`src/rtl/cyc_timer_pkg.sv`:
```
package cyc_timer_pkg;

  typedef enum logic [1:0] {
    CM_PRE13   = 2'b00,
    CM_FULL16  = 2'b01,
    CM_RELOAD8 = 2'b10,
    CM_SPLIT   = 2'b11
  } cnt_mode_e;

  // Nibble layout: gate, source select, mode[1:0]
  typedef struct packed {
    logic      gate;
    logic      ext;
    cnt_mode_e mode;
  } tmr_cfg_t;

  localparam int unsigned RA_W = 3;
  localparam logic [RA_W-1:0] RA_MODE = 3'd0;
  localparam logic [RA_W-1:0] RA_CTRL = 3'd1;
  localparam logic [RA_W-1:0] RA_T0LO = 3'd2;
  localparam logic [RA_W-1:0] RA_T0HI = 3'd3;
  localparam logic [RA_W-1:0] RA_T1LO = 3'd4;
  localparam logic [RA_W-1:0] RA_T1HI = 3'd5;

endpackage

```
`src/rtl/cyc_edge_sampler.sv`:
```
module cyc_edge_sampler #(
  parameter int unsigned N = 2
) (
  input  logic         clk,
  input  logic         rst_n,
  input  logic         smp_en,
  input  logic [N-1:0] pin_i,
  output logic [N-1:0] fall_o
);

  for (genvar g = 0; g < N; g++) begin : g_pin
    logic smp_q, smp_d;

    always_comb begin
      smp_d = smp_q;
      if (smp_en) smp_d = pin_i[g];
    end

    always_ff @(posedge clk or negedge rst_n) begin
      if (!rst_n) smp_q <= 1'b0;
      else        smp_q <= smp_d;
    end

    assign fall_o[g] = smp_en & smp_q & ~pin_i[g];
  end

endmodule

```
`src/rtl/cyc_count_core.sv`:
```
module cyc_count_core
  import cyc_timer_pkg::*;
#(
  parameter int unsigned BYTE_W   = 8,
  parameter int unsigned PRE_W    = 5,
  parameter int unsigned SPLIT_OK = 1
) (
  input  logic              clk,
  input  logic              rst_n,
  input  cnt_mode_e         mode_i,
  input  logic              inc_i,
  input  logic              inc_hi_i,
  input  logic              wr_lo_i,
  input  logic              wr_hi_i,
  input  logic [BYTE_W-1:0] wdata_i,
  output logic [BYTE_W-1:0] lo_o,
  output logic [BYTE_W-1:0] hi_o,
  output logic              ovf_o,
  output logic              ovf_hi_o
);

  localparam int unsigned CNT_W = 2 * BYTE_W;
  localparam logic [BYTE_W-1:0] B_ONES = '1;
  localparam logic [PRE_W-1:0]  P_ONES = '1;

  logic [BYTE_W-1:0] lo_q, hi_q, lo_d, hi_d;
  logic              ovf_d, ovf_hi_d;

  always_comb begin
    lo_d     = lo_q;
    hi_d     = hi_q;
    ovf_d    = 1'b0;
    ovf_hi_d = 1'b0;
    case (mode_i)
      CM_PRE13: begin
        if (inc_i) begin
          if (lo_q[PRE_W-1:0] == P_ONES) begin
            lo_d[PRE_W-1:0] = '0;
            hi_d            = hi_q + 1'b1;
            ovf_d           = (hi_q == B_ONES);
          end else begin
            lo_d[PRE_W-1:0] = lo_q[PRE_W-1:0] + 1'b1;
          end
        end
      end
      CM_FULL16: begin
        if (inc_i) begin
          {hi_d, lo_d} = {hi_q, lo_q} + CNT_W'(1);
          ovf_d        = (hi_q == B_ONES) && (lo_q == B_ONES);
        end
      end
      CM_RELOAD8: begin
        if (inc_i) begin
          if (lo_q == B_ONES) begin
            lo_d  = hi_q;
            ovf_d = 1'b1;
          end else begin
            lo_d = lo_q + 1'b1;
          end
        end
      end
      CM_SPLIT: begin
        if (SPLIT_OK != 0) begin
          if (inc_i) begin
            lo_d  = lo_q + 1'b1;
            ovf_d = (lo_q == B_ONES);
          end
          if (inc_hi_i) begin
            hi_d     = hi_q + 1'b1;
            ovf_hi_d = (hi_q == B_ONES);
          end
        end
      end
    endcase
    if (wr_lo_i) lo_d = wdata_i;
    if (wr_hi_i) hi_d = wdata_i;
  end

  always_ff @(posedge clk or negedge rst_n) begin
    if (!rst_n) begin
      lo_q <= '0;
      hi_q <= '0;
    end else begin
      lo_q <= lo_d;
      hi_q <= hi_d;
    end
  end

  assign lo_o     = lo_q;
  assign hi_o     = hi_q;
  assign ovf_o    = ovf_d;
  assign ovf_hi_o = ovf_hi_d;

  // with no count request and no write the count stays put
  p_idle_hold_r6: assert property (@(posedge clk) disable iff (!rst_n)
    (!inc_i && !inc_hi_i && !wr_lo_i && !wr_hi_i) |=> ($stable(lo_q) && $stable(hi_q)));

  // low byte takes the old high byte when it wraps in reload mode
  p_reload_r5: assert property (@(posedge clk) disable iff (!rst_n)
    (mode_i == CM_RELOAD8 && inc_i && lo_q == B_ONES && !wr_lo_i) |=> (lo_q == $past(hi_q)));

  if (SPLIT_OK == 0) begin : g_freeze_chk
    // a timer without split support freezes in mode 11
    p_freeze_r10: assert property (@(posedge clk) disable iff (!rst_n)
      (mode_i == CM_SPLIT && !wr_lo_i && !wr_hi_i) |=> ($stable(lo_q) && $stable(hi_q)));
  end

endmodule

```
`src/rtl/cyc_timer_ctrl.sv`:
```
module cyc_timer_ctrl #(
  parameter int unsigned MODE_W = 8,
  parameter int unsigned NTMR   = 2
) (
  input  logic              clk,
  input  logic              rst_n,
  input  logic              wr_mode_i,
  input  logic              wr_ctrl_i,
  input  logic [MODE_W-1:0] mode_wd_i,
  input  logic [NTMR-1:0]   run_wd_i,
  input  logic [NTMR-1:0]   flag_wd_i,
  input  logic [NTMR-1:0]   set_i,
  input  logic [NTMR-1:0]   ack_i,
  input  logic              tick_src_i,
  output logic [MODE_W-1:0] mode_o,
  output logic [NTMR-1:0]   run_o,
  output logic [NTMR-1:0]   flag_o,
  output logic              tick_o
);

  logic [MODE_W-1:0] mode_q, mode_d;
  logic [NTMR-1:0]   run_q, run_d, flag_q, flag_d;
  logic              tick_q;

  always_comb begin
    mode_d = mode_q;
    run_d  = run_q;
    flag_d = (flag_q & ~ack_i) | set_i;
    if (wr_mode_i) mode_d = mode_wd_i;
    if (wr_ctrl_i) begin
      run_d  = run_wd_i;
      flag_d = flag_wd_i;
    end
  end

  always_ff @(posedge clk or negedge rst_n) begin
    if (!rst_n) begin
      mode_q <= '0;
      run_q  <= '0;
      flag_q <= '0;
      tick_q <= 1'b0;
    end else begin
      mode_q <= mode_d;
      run_q  <= run_d;
      flag_q <= flag_d;
      tick_q <= tick_src_i;
    end
  end

  assign mode_o = mode_q;
  assign run_o  = run_q;
  assign flag_o = flag_q;
  assign tick_o = tick_q;

  // an overflow event always leaves its flag set unless software writes it
  p_flag_set_r3: assert property (@(posedge clk) disable iff (!rst_n)
    (|set_i && !wr_ctrl_i) |=> ((flag_q & $past(set_i)) == $past(set_i)));

  // an acknowledge without a competing overflow clears the flag
  p_ack_clear_r11: assert property (@(posedge clk) disable iff (!rst_n)
    (|(ack_i & ~set_i) && !wr_ctrl_i) |=> ((flag_q & $past(ack_i & ~set_i)) == '0));

endmodule

```
`src/rtl/cyc_timer_pair.sv`:
```
module cyc_timer_pair
  import cyc_timer_pkg::*;
#(
  parameter int unsigned BYTE_W = 8,
  parameter int unsigned PRE_W  = 5
) (
  input  logic              clk,
  input  logic              rst_n,
  input  logic              mc_tick,
  input  logic [1:0]        gate_pin,
  input  logic [1:0]        evt_pin,
  input  logic [1:0]        ovf_ack,
  input  logic              wr_en,
  input  logic [2:0]        wr_addr,
  input  logic [BYTE_W-1:0] wr_data,
  input  logic [2:0]        rd_addr,
  output logic [BYTE_W-1:0] rd_data,
  output logic [1:0]        ovf_flag,
  output logic              baud_tick
);

  localparam int unsigned NTMR   = 2;
  localparam int unsigned CFG_W  = $bits(tmr_cfg_t);
  localparam int unsigned MODE_W = NTMR * CFG_W;
  localparam int unsigned PAD_W  = BYTE_W - 2 * NTMR;

  logic [MODE_W-1:0] mode_q;
  logic [NTMR-1:0]   run_q, flag_q, fall;
  logic [NTMR-1:0]   run_eff, inc, inc_hi, wr_lo, wr_hi, ovf, hi_ovf, set;
  logic              wr_mode, wr_ctrl, split, tick_q;
  tmr_cfg_t          cfg   [NTMR];
  logic [BYTE_W-1:0] lo_v  [NTMR];
  logic [BYTE_W-1:0] hi_v  [NTMR];

  assign wr_mode = wr_en && (wr_addr == RA_MODE);
  assign wr_ctrl = wr_en && (wr_addr == RA_CTRL);

  cyc_edge_sampler #(.N(NTMR)) u_smp (
    .clk    (clk),
    .rst_n  (rst_n),
    .smp_en (mc_tick),
    .pin_i  (evt_pin),
    .fall_o (fall)
  );

  // Split mode of timer 0 hands run1 to its high byte; timer 1 then runs freely
  assign split      = (cfg[0].mode == CM_SPLIT);
  assign run_eff[0] = run_q[0];
  assign run_eff[1] = run_q[1] | split;
  assign inc_hi[0]  = split & run_q[1] & mc_tick;
  assign inc_hi[1]  = 1'b0;

  for (genvar i = 0; i < NTMR; i++) begin : g_tmr
    logic en, src;
    assign cfg[i]   = tmr_cfg_t'(mode_q[i*CFG_W +: CFG_W]);
    assign en       = run_eff[i] & (~cfg[i].gate | gate_pin[i]);
    assign src      = cfg[i].ext ? fall[i] : mc_tick;
    assign inc[i]   = en & src;
    assign wr_lo[i] = wr_en && (wr_addr == RA_W'(RA_T0LO + 2 * i));
    assign wr_hi[i] = wr_en && (wr_addr == RA_W'(RA_T0HI + 2 * i));

    cyc_count_core #(
      .BYTE_W   (BYTE_W),
      .PRE_W    (PRE_W),
      .SPLIT_OK ((i == 0) ? 1 : 0)
    ) u_core (
      .clk      (clk),
      .rst_n    (rst_n),
      .mode_i   (cfg[i].mode),
      .inc_i    (inc[i]),
      .inc_hi_i (inc_hi[i]),
      .wr_lo_i  (wr_lo[i]),
      .wr_hi_i  (wr_hi[i]),
      .wdata_i  (wr_data),
      .lo_o     (lo_v[i]),
      .hi_o     (hi_v[i]),
      .ovf_o    (ovf[i]),
      .ovf_hi_o (hi_ovf[i])
    );
  end

  // Flag 1 source moves to the split high byte (timer 1 core never raises hi_ovf)
  assign set[0] = ovf[0];
  assign set[1] = split ? (|hi_ovf) : ovf[1];

  cyc_timer_ctrl #(.MODE_W(MODE_W), .NTMR(NTMR)) u_ctrl (
    .clk        (clk),
    .rst_n      (rst_n),
    .wr_mode_i  (wr_mode),
    .wr_ctrl_i  (wr_ctrl),
    .mode_wd_i  (wr_data[MODE_W-1:0]),
    .run_wd_i   (wr_data[NTMR-1:0]),
    .flag_wd_i  (wr_data[2*NTMR-1:NTMR]),
    .set_i      (set),
    .ack_i      (ovf_ack),
    .tick_src_i (ovf[1]),
    .mode_o     (mode_q),
    .run_o      (run_q),
    .flag_o     (flag_q),
    .tick_o     (tick_q)
  );

  always_comb begin
    rd_data = '0;
    case (rd_addr)
      RA_MODE: rd_data = BYTE_W'(mode_q);
      RA_CTRL: rd_data = {{PAD_W{1'b0}}, flag_q, run_q};
      RA_T0LO: rd_data = lo_v[0];
      RA_T0HI: rd_data = hi_v[0];
      RA_T1LO: rd_data = lo_v[1];
      RA_T1HI: rd_data = hi_v[1];
      default: rd_data = '0;
    endcase
  end

  assign ovf_flag  = flag_q;
  assign baud_tick = tick_q;

  // in split mode a timer-1 wrap alone never raises flag1
  p_split_noflag_r9: assert property (@(posedge clk) disable iff (!rst_n)
    (split && !hi_ovf[0] && !wr_ctrl && !flag_q[1]) |=> !ovf_flag[1]);

  // every timer-1 overflow is followed by the tick
  p_tick_follows_r12: assert property (@(posedge clk) disable iff (!rst_n)
    (inc[1] && cfg[1].mode == CM_FULL16 && lo_v[1] == '1 && hi_v[1] == '1 && !wr_lo[1] && !wr_hi[1])
    |=> baud_tick);

endmodule

```
`config.mk`:
```
export PLATFORM = sky130hd
export DESIGN_NAME = cyc_timer_pair
export DESIGN_NICKNAME = d
export VERILOG_FILES = /design/src/rtl/cyc_timer_pkg.sv /design/src/rtl/cyc_edge_sampler.sv /design/src/rtl/cyc_count_core.sv /design/src/rtl/cyc_timer_ctrl.sv /design/src/rtl/cyc_timer_pair.sv
export SDC_FILE = /design/constraint.sdc
export NUM_CORES = 1
export LEC_CHECK = 0
export BUFFER_PORTS_ARGS = -buffer_cell sky130_fd_sc_hd__clkbuf_2
export CAP_MARGIN = 20
export CORE_UTILIZATION = 41
export DETAILED_ROUTE_END_ITERATION = 10
export PLACE_DENSITY = 0.66
export SLEW_MARGIN = 10
export SYNTH_ARGS = -nofsm -noshare
export SYNTH_HDL_FRONTEND = slang
export SYNTH_HIERARCHICAL = 1
export SYNTH_SLANG_ARGS = --single-unit
```
`constraint.sdc`:
```
create_clock -name clk -period 3 [get_ports clk]
set_input_delay 0.15 -clock clk [delete_from_list [all_inputs] [get_ports clk]]
set_output_delay 0.15 -clock clk [all_outputs]
set_load 0.01 [all_outputs]
```
**Word level (Yosys, flattened, before mapping)**

Index checks and enable logic that the tools add are counted.

- Bits in registers: 47
- Input port bits: 24
- Output and inout port bits: 11
- Word-level logic and storage cells: 145

- Add/subtract/negate cells: 8
- Equality and inequality tests: 35
- Mux-type cells: 47
- Bitwise operators: 20
- Reduce and logical (&&, ||, !) cells: 23

Operators by type and width:

| kind | number |
|---|---|
| 2-to-1 mux 8 bit | 18 |
| one-hot mux 8 bit (6 select lines) | 1 |
| != test 3 x 1 -> 1 bit (second input constant) | 14 |
| adder 16 x 1 -> 16 bit (second input constant) | 2 |
| adder 8 x 1 -> 8 bit (second input constant) | 4 |
| == test 8 bit (second input constant) | 4 |
| one-hot mux 8 bit (3 select lines) | 1 |
| 2-to-1 mux 5 bit | 4 |
| one-hot mux 5 bit (4 select lines) | 1 |
| one-hot mux 8 bit (2 select lines) | 1 |
| AND reduction 4 bit | 4 |
| 2-to-1 mux 1 bit | 15 |
| one-hot mux 5 bit (3 select lines) | 1 |
| == test 3 x 2 -> 1 bit (second input constant) | 4 |
| == test 3 bit (second input constant) | 4 |
| nonzero test 4 bit | 3 |
| adder 5 x 1 -> 5 bit (second input constant) | 2 |
| AND 1 bit | 10 |
| == test 5 bit (second input constant) | 2 |
| one-hot mux 3 bit (3 select lines) | 1 |
| logical AND 1 bit | 8 |
| == test 2 bit (second input constant) | 3 |
| == test 3 x 1 -> 1 bit (second input constant) | 2 |
| zero test 3 bit | 2 |
| 14 further kinds | 22 |

**Depth between registers and ports, before layout**

- Depth after elaboration: 9
- Gate-level depth with buffers: 12

**Hierarchy**

The synthesis kept the hierarchy.

By module, submodules not included:

| module | times used | cells an instance | area an instance (sq um) |
|---|---|---|---|
| cyc_count_core at g_tmr[1].u_core | 1 | 164 | 1356.3 |
| cyc_count_core at g_tmr[0].u_core | 1 | 165 | 1327.5 |
| cyc_timer_ctrl | 1 | 32 | 521.8 |
| cyc_timer_pair | 1 | 68 | 505.5 |
| cyc_edge_sampler | 1 | 6 | 92.6 |

**Worst setup path before layout**

OpenSTA, ideal clock, no wires.

- Path type: reg2reg
- Start: register g_tmr[1].u_core.lo_q[0]
- End: register u_ctrl.flag_q[1], in the netlist u_ctrl/flag_o[1]
- Library setup time: 0.077 ns
- Arrival: 2.123 ns
- Required time: 2.923 ns
- Path slack: 0.800 ns
- Cell stages (with the launch flop): 13
- Path buffers: 0
- Path through: dfrtp_1 ha_1 nand3_2 clkinv_4 ha_1 nor2b_1 a41oi_1 o32a_1 nor3b_1 a21oi_1 a31oi_1 nor2_1 a21oi_1

- Word-level cells in the longest chain between the ends: 7
- Elaborated cells between the ends (all ways): 12
- Those cells by class: 2 x eq/ne; 8 x mux; 1 x bitwise; 1 x reduce/logical

RTL lines:

| what | RTL line | RTL |
|---|---|---|
| from (decl) | cyc_count_core.sv:26 | `logic [BYTE_W-1:0] lo_q, hi_q, lo_d, hi_d;` |
| from (signal assigned) | cyc_count_core.sv:84 | `lo_q <= lo_d;` |
| == test 8 bit or == test 5 bit (tied branches) | cyc_count_core.sv:49, cyc_count_core.sv:54, cyc_count_core.sv:37 |  |
| 2-to-1 mux 1 bit, or another cell as far along | cyc_count_core.sv:54 | `if (lo_q == B_ONES) begin` |
| 2-to-1 mux 1 bit (on tied branches) | cyc_count_core.sv:53, cyc_count_core.sv:47, cyc_count_core.sv:36 |  |
| one-hot mux 1 bit (3 select lines) * | cyc_count_core.sv:34 | `case (mode_i)` |
| via ovf[1] | cyc_timer_pair.sv:29 | `logic [NTMR-1:0] run_eff, inc, inc_hi, wr_lo, wr_hi, ovf, hi_ovf, set;` |
| 2-to-1 mux 1 bit * | cyc_timer_pair.sv:84 | `assign set[1] = split ? (\|hi_ovf) : ovf[1];` |
| via set[1] | cyc_timer_pair.sv:29 |  |
| OR 2 bit * | cyc_timer_ctrl.sv:28 | `flag_d = (flag_q & ~ack_i) \| set_i;` |
| 2-to-1 mux 2 bit * | cyc_timer_ctrl.sv:30 | `if (wr_ctrl_i) begin` |
| via u_ctrl.flag_d[1] | cyc_timer_ctrl.sv:22 | `logic [NTMR-1:0] run_q, run_d, flag_q, flag_d;` |
| to (signal assigned) | cyc_timer_ctrl.sv:45 | `flag_q <= flag_d;` |
| to (decl) | cyc_timer_ctrl.sv:22 |  |

Mark *: on every way through the listed nets, which the timed path passes. The rest lies on a longest branch.
A chain may end at the register's enable or synchronous reset.

**Final worst setup path**

Same ends and word-level chain as after synthesis.

==> results.cfg <==
[clock_tree]
ctsRootBufferMaster = clkbuf_8
clk_pin_slew_ns = 0.09
ctsResizeCount = 0
clk_latency_ns = 0.30
h-tree-depth = 2
cts_hold_buf = 0
clock_path_buffers = 2
cts_tree = built
cts.sinks = 47
numCtsBuffers = 5
postCtsSetupRepairBufs = 0

[critical_path]
cp-end-kind = flop
critPathMaxFanout = 9
worst_ep_arrival_time_ns = 2.77
cp-startpoint = g_tmr[1].u_core/lo_o[0]$_DFFE_PN0P_
cp.required_ns = 3.22
r2r-end = u_ctrl/flag_o[1]$_DFF_PN0_
cp-start-kind = flop
worstRegToRegCells = 12
reg2reg_slack_ns = 0.46
r2r-start = g_tmr[1].u_core/lo_o[0]$_DFFE_PN0P_
worstSetupPathType = reg2reg

[sta]
final.period_utilization_pct = 84.79
min_period_ns = 2.544
worst_pin_slew_ns = 1.006
fmax_ghz = 0.3931
holdWs_ns = -0.01996
report.final.slew_viol_count = 0
finalWorstSetupSlack_ns = 0.4563
setup_viol = 0
tns_ns = 0
slew_headroom_pct = 32.61
grt_setup_unrepaired = false
hold_viol = 25
final.setup_skew_ns = 0.01197

[grt]
grt_antenna_before_repair = 0
grt_max_degree = 37
grt_overflow = 0
grt_pass1_wl_um = 17960
grt_usage_pct = 23.70
grt_pass1_vias = 3366

[place]
gp_congestion = 0.9612
place_ws_ns = 0.5141
port-buffer-count = 34
hpwl_um = 8319
dpl_cell_area_um2 = 4009

[floorplanning]
die-area_um2 = 9657
top_level_ports = 35
die_h_um = 98.27
row_count = 34
die_w_um = 98.27
start_util_pct = 42.94
core-area_um2 = 8848

[power]
p_clk_share_pct = 15.4
power.share.switching_pct = 44.34
p_per_area_nw_per_um2 = 729.1
combPwrFrac_pct = 43.5
totalPowerFinal_uw = 2998
power_frac_seq_pct = 41.1
ir_drop_uv = 260.2
switching_power_uw = 1329
intPower_uw = 1668
leakage_uw = 0.001702

[drt]
final_antenna_net_count = 0
dr_wl_met2_um = 5328
top_layer = met4
vias = 3613
wirelength_met1_um = 4798
routed_wl_um = 11200
dr.pass1.iters = 7
viasPerCell = 6.339
first_iter_violations = 268
drc_errors = 0
routedWlPerCell_um = 19.65
dr_wl_met3_um = 828

[layout]
post-route-util_pct = 46.46
num-fill-cells = 861
post_route_cells_drive_above_1_share_pct = 17.75
fin_nets = 500
diodes = 0
area_growth_pct = 8.199
multi_input_area_um2 = 2421
fin_area_um2 = 4111
regArea_um2 = 1176

[synth]
syn-cell-area_um2 = 3800
synth_fp_nets = 472
synth_cells = 434
yosysWarnings = 6
avgSynthCellArea_um2 = 8.756

[status]
violations = negative hold slack
outcome = finished, violations left

[run]
maxCapViolCount = 0

[worst_hold_path]
hp-class = in2async
registers in the layout, summed over array words and instances (netlist names):
name / count
u_ctrl/flag_o: 2
u_ctrl/tick_o: 1
u_ctrl/mode_o: 8
u_ctrl/run_o: 2
g_tmr.u_core/hi_o: 16
g_tmr.u_core/lo_o: 16
u_smp/g_pin.smp_q: 2
placed cells by master (no fill, tap or decap), types with 14 or more instances in the layout:
cell / instances
clkbuf_2: 34
nand3_1: 23
nor2_1: 26
ha_1: 14
a31oi_1: 15
dfrtp_1: 47
o21ai_0: 20
inv_1: 17
nand2_1: 42
a21oi_1: 17
layer usage:
| layer | up-vias | global-route usage [%] |
|---|---|---|
| li1 | 1692 | - |
| met1 | 1748 | 32.06 |
| met2 | 156 | 40.03 |
| met3 | 17 | 2.649 |
| met4 | 0 | 6.774 |
| met5 | - | 0 |
worst max-delay path, cell delays in order (launching register included):
cell,delay [ns]
dfrtp_1,0.43
ha_1,0.24
nand3_2,0.17
clkinv_4,0.14
ha_1,0.20
nor2b_1,0.18
a41oi_1,0.06
o32a_1,0.37
nor3b_1,0.27
a21oi_1,0.07
a31oi_1,0.15
nor2_1,0.06
a21oi_1,0.14
power by group through the flow:
stage / Clock [µW] / Combinational, µW / Sequential, µW
floorplan: 0 / 1030 / 1080
global placement: 0 / 1270 / 1210
detailed placement: 0 / 1280 / 1230
CTS: 474 / 1290 / 1220
global route: 497 / 1450 / 1260
finish: 462 / 1310 / 1230
stage by stage:
step	hold slack [ns]	instances
4_1_cts	0.03324	570
6_report	-0.01996	570
5_1_grt	0.05031	570
2_1_floorplan	-0.1456	434
3_5_place_dp	0.3593	563
3_3_place_gp	0.3526	563
worst max-delay path by stage:
stage / endpoint / slack [ns] / depth (start not counted)
floorplan: u_ctrl/flag_o[1]$_DFF_PN0_ / 0.80 / 12
global placement: u_ctrl/flag_o[1]$_DFF_PN0_ / 0.62 / 12
detailed placement: u_ctrl/flag_o[1]$_DFF_PN0_ / 0.51 / 12
CTS: u_ctrl/flag_o[1]$_DFF_PN0_ / 0.49 / 12
global route: u_ctrl/flag_o[1]$_DFF_PN0_ / 0.23 / 12
finish: u_ctrl/flag_o[1]$_DFF_PN0_ / 0.46 / 12
final cells by class:
type                       count  area share, %
multi-input combinational    351          58.89
sequential                    47          28.61
timing repair buffer          38          4.869
tap                          108          3.287
inverter                      19          1.856
clock buffer                   6          1.765
clock inverter                 1         0.7304
(Power assumes the default switching activity.)
